--- src/rtl/twi_bang_pkg.sv ---
package twi_bang_pkg;
  localparam int OFS_RAISE = 'h000;
  localparam int OFS_LOWER = 'h004;
  localparam int NUM_LINES = 2;

  typedef struct packed {
    logic raise;
    logic lower;
    logic rd;
    logic bad;
  } acc_t;
endpackage

--- src/rtl/twi_bang_decode.sv ---
module twi_bang_decode
  import twi_bang_pkg::*;
#(
  parameter int ADDR_W = 12
) (
  input  logic              sel,
  input  logic              we,
  input  logic [ADDR_W-1:0] addr,
  output acc_t              acc
);
  localparam logic [ADDR_W-1:0] A_RAISE = ADDR_W'(OFS_RAISE);
  localparam logic [ADDR_W-1:0] A_LOWER = ADDR_W'(OFS_LOWER);

  always_comb begin
    acc.raise = sel &&  we && (addr == A_RAISE);
    acc.lower = sel &&  we && (addr == A_LOWER);
    acc.rd    = sel && !we && (addr == A_RAISE);
    acc.bad   = sel && !(acc.raise || acc.lower || acc.rd);
  end
endmodule

--- src/rtl/twi_bang_sync.sv ---
module twi_bang_sync #(
  parameter int STAGES    = 2,
  parameter bit RESET_VAL = 1'b1
) (
  input  logic clk,
  input  logic rst_n,
  input  logic d,
  output logic q
);
  logic [STAGES-1:0] chain_q;

  for (genvar i = 0; i < STAGES; i++) begin : g_stage
    always_ff @(posedge clk or negedge rst_n) begin
      if (!rst_n) chain_q[i] <= RESET_VAL;
      else if (i == 0) chain_q[i] <= d;
      else chain_q[i] <= chain_q[(i == 0) ? 0 : i-1];
    end
  end

  assign q = chain_q[STAGES-1];
endmodule

--- src/rtl/twi_bang_ctrl.sv ---
module twi_bang_ctrl
  import twi_bang_pkg::*;
#(
  parameter int ADDR_W      = 12,
  parameter int DATA_W      = 32,
  parameter int SYNC_STAGES = 2
) (
  input  logic              clk,
  input  logic              rst_n,
  input  logic              bus_sel,
  input  logic              bus_we,
  input  logic [ADDR_W-1:0] bus_addr,
  input  logic [DATA_W-1:0] bus_wdata,
  output logic [DATA_W-1:0] bus_rdata,
  output logic              bus_err,
  output logic              scl_oe,
  output logic              scl_o,
  output logic              sda_oe,
  output logic              sda_o,
  input  logic              sda_i
);
  localparam int CAP_DELAY = SYNC_STAGES + 1;
  localparam int CNT_W     = $clog2(CAP_DELAY + 1);

  acc_t                 acc;
  logic [NUM_LINES-1:0] line_q;
  logic [NUM_LINES-1:0] pad_oe;
  logic                 sda_sync;
  logic                 sda_cap_q;
  logic [CNT_W-1:0]     cap_cnt_q;
  logic                 wr_any;
  logic                 unused_wdata;

  assign unused_wdata = ^bus_wdata[DATA_W-1:NUM_LINES];

  twi_bang_decode #(.ADDR_W(ADDR_W)) u_dec (
    .sel  (bus_sel),
    .we   (bus_we),
    .addr (bus_addr),
    .acc  (acc)
  );

  twi_bang_sync #(.STAGES(SYNC_STAGES), .RESET_VAL(1'b1)) u_sync (
    .clk   (clk),
    .rst_n (rst_n),
    .d     (sda_i),
    .q     (sda_sync)
  );

  assign wr_any = acc.raise || acc.lower;

  always_ff @(posedge clk or negedge rst_n) begin
    if (!rst_n) begin
      line_q <= '1;
    end else if (acc.raise) begin
      line_q <= line_q | bus_wdata[NUM_LINES-1:0];
    end else if (acc.lower) begin
      line_q <= line_q & ~bus_wdata[NUM_LINES-1:0];
    end
  end

  always_ff @(posedge clk or negedge rst_n) begin
    if (!rst_n) begin
      cap_cnt_q <= '0;
      sda_cap_q <= 1'b1;
    end else begin
      if (cap_cnt_q == CNT_W'(1)) sda_cap_q <= sda_sync;
      if (wr_any) cap_cnt_q <= CNT_W'(CAP_DELAY);
      else if (cap_cnt_q != '0) cap_cnt_q <= cap_cnt_q - CNT_W'(1);
    end
  end

  always_ff @(posedge clk or negedge rst_n) begin
    if (!rst_n) begin
      bus_rdata <= '0;
      bus_err   <= 1'b0;
    end else begin
      bus_rdata <= acc.rd ? {{(DATA_W-2){1'b0}}, sda_cap_q, line_q[0]} : '0;
      bus_err   <= acc.bad;
    end
  end

  for (genvar i = 0; i < NUM_LINES; i++) begin : g_pad
    assign pad_oe[i] = ~line_q[i];
  end

  assign scl_oe = pad_oe[0];
  assign sda_oe = pad_oe[1];
  assign scl_o  = 1'b0;
  assign sda_o  = 1'b0;
endmodule

--- config.mk ---
export PLATFORM = sky130hd
export DESIGN_NAME = twi_bang_ctrl
export DESIGN_NICKNAME = d
export VERILOG_FILES = /design/src/rtl/twi_bang_pkg.sv /design/src/rtl/twi_bang_decode.sv /design/src/rtl/twi_bang_sync.sv /design/src/rtl/twi_bang_ctrl.sv
export SDC_FILE = /design/constraint.sdc
export NUM_CORES = 1
export LEC_CHECK = 0
export BUFFER_PORTS_ARGS = -buffer_cell sky130_fd_sc_hd__buf_4
export CORE_MARGIN = 5
export CORE_UTILIZATION = 34
export CTS_BUF_LIST = sky130_fd_sc_hd__clkbuf_8
export DETAILED_ROUTE_END_ITERATION = 7
export PLACE_DENSITY = 0.83
export SYNTH_ARGS = -nofsm -noshare
export SYNTH_HDL_FRONTEND = slang
export SYNTH_HIERARCHICAL = 1
export SYNTH_SLANG_ARGS = --single-unit
--- constraint.sdc ---
create_clock -name clk -period 1.25 [get_ports clk]
set_input_delay 0.25 -clock clk [delete_from_list [all_inputs] [get_ports clk]]
set_output_delay 0.25 -clock clk [all_outputs]
set_load 0.005 [all_outputs]
==> results.md <==
* P_int at 0.799 mW
* Leading cell type in the layout, fill and taps excluded: conb_1
* Unrepaired setup endpoints after global routing: yes
* P&R area growth vs syn at 28.9%
* FF-to-FF End: cap_cnt_q[0]
* Unique masters post-synth at 22
* Crit Path Class: in -> reg
* CTS Buf Count at 3
* PnR Total Power at 1.11 mW
* Mapped Cells at 74
* CTS clk-pin slew, worst paths at 50 ps
* WL met1 at 503 um
* Pre-CTS setup slack at -347 ps
* Layout cells sized above 1 at 39.8%
* Async SR Flop Fraction at 100%
* Port Buf Inserts at 23
* Worst skew pair latency at 240 ps
* Core Footprint at 2000 sq um
* Vias per cell at 3.89
* Root Buffer: clkbuf_8
* DR vias at 506
* Crit path launch: bus_addr[0]
* H-tree levels at 1
* Type of origin of the critical path: primary input
* Most frequent cells in the layout: conb_1, buf_4, inv_1, dfstp_2, dfrtp_1
* Highest metal used: met4
* Initial antenna violation count at 0
* Final cell count without fillers at 130
* Routed Antenna Nets at 0
* Tmin final at 1350 ps
* IO Pins at 86
* Routed wl met3 at 155 um
* Initial DRC count at 4
* Reg2reg setup slack at 190 ps
* Power share of the combinational group at 29.7%
* Synth Cell Area at 722 sq um
* DP HPWL at 1220 um
* Arrival @ worst endpoint at 1520 ps
* Hold Path Class: in -> reg
* EDFF count, synth at 0
* DRT Wirelength at 1390 um
* Sw Pwr at 0.313 mW
* Static Leak at 0.483 nW
* Num rows at 16
* Clk pwr share at 30.0%
* Synth Warn # at 6
* WL/cell at 10.7 um
* FF+latch count, synth at 10
* Syn_area_per_cell at 9.76 sq um
* Metal2 WL at 691 um
* Max cap viols at 0
* Dpl cells at 125
* Reg power frac at 40.4%
* Failing checks: negative setup slack
* Net Sw Frac at 28.2%
* Max Slew Vio Count at 0
* Register-to-Register Path Depth at 4
* Setup ws final at -101 ps
* Initial Util at 36.1%
* Final #Nets at 155
* Main flop type after synthesis: dfstp_2
* Final setup viols at 4
* Critical path peak fanout at 4
* WHS at 124 ps
* Final Wtd Congestion at 0.743
* Status: complete, but fails checks
* Clock Path Buffers at 2
* Die outline height at 56.1 um
* DIE AREA at 3140 sq um
* Period Utilization, post-route at 108%
* Hold Fails Final Rpt at 0
* Peak supply drop at 0.610 mV
* Crit. End Element: flip-flop
* # clock sinks at 10
* Data required, critical path at 1420 ps
* Max Fclk at 0.740 GHz
* Total GRT Usage at 9.13%
* Inserted Diodes at 0
* Power Density at 1190 nW/um^2
* RR Startpoint: cap_cnt_q[1]
* Clk_skew at 4.31 ps
* Remaining Overflow, GRT at 0
* DRC at 0
* Critical path endpoint: bus_rdata[1]
* CTS tree: done
* Largest net degree at the start of global routing at 11
* Post-synthesis sequential area ratio at 35.5%
* DRT Pass-1 Iters at 3
* First-pass GRT wire length at 2140 um
* Chip width at 56.1 um
* Number of global-route vias before repair at 514
worst max-delay path, cell delays in order:
cell     delay, ps
buf_6           90
or4_4          580
nor4b_1        420
and2_1         190
power groups by stage:
stage / Clock [mW] / Sequential [mW] / Combinational [mW]
6_report: 0.333 / 0.449 / 0.330
5_1_grt: 0.364 / 0.456 / 0.379
4_1_cts: 0.346 / 0.450 / 0.331
3_5_place_dp: 0 / 0.454 / 0.322
3_3_place_gp: 0 / 0.448 / 0.306
2_1_floorplan: 0 / 0.438 / 0.308
worst min path at each step:
stage / startpoint / slack [ps] / cells past startpoint / endpoint
after floorplan: rst_n / -50 / 0 / bus_err
after global placement: rst_n / 80 / 1 / bus_err
after detailed placement: rst_n / 80 / 1 / bus_err
after CTS: sda_i / 120 / 1 / u_sync/chain_q[0]
after global routing: sda_i / 110 / 1 / u_sync/chain_q[0]
final: sda_i / 120 / 1 / u_sync/chain_q[0]
kinds of logic after synthesis:
group | count (synthesis) | synth area share [%]
flops | 10 | 35.5
other cells | 1 | 0.519
xor+xnor | 1 | 1.21
compound gates | 4 | 5.20
fa+ha+maj | 2 | 3.47
mux | 1 | 2.08
buf+inv | 36 | 35.4
simple gates | 19 | 16.6
layout make-up:
type / count / area, sq um
Fill cell: 209 / 1070
Multi-Input combinational cell: 59 / 368
Sequential cell: 10 / 256
Timing Repair Buffer: 26 / 213
Clock buffer: 3 / 41.3
Tap cell: 27 / 33.8
Inverter: 4 / 15.0
Clock inverter: 1 / 3.75
cell usage after synthesis, types with 2 or more instances:
cell type  count  area (sq um)
a22o_1         2          17.5
and2_1         2          12.5
buf_4         32           240
dfrtp_1        5           125
dfstp_2        5           131
ha_1           2          25.0
inv_1          4          15.0
nand2_1        4          15.0
nor2_1         2          7.51
nor2b_1        2          12.5
nor4_1         2          12.5
or4_1          2          15.0
metal layers:
metal / vias up / global-route usage, %
met5: - / 0
met4: 0 / 6.10
met3: 4 / 4.18
met2: 34 / 15.5
met1: 235 / 8.71
li1: 233 / -
repair_timing:
item / CTS / global route
hold endpoints to repair: 5 / 0
resized for setup: 2 / 3
endpoints found under the setup margin: 7 / 6
buffers inserted: 0 / 0
hold buffers: 1 / 0
pin swaps: 1 / 1
stage by stage:
stage	cell area [sq um]	setup TNS (ps)	util (%)
after floorplan	871	-872	-
after global placement	852	-1960	42.6
after detailed placement	852	-2250	42.6
after CTS	915	-419	45.7
after global routing	931	-581	46.5
final	931	-352	46.5
Power figures use the tool's default switching activity.
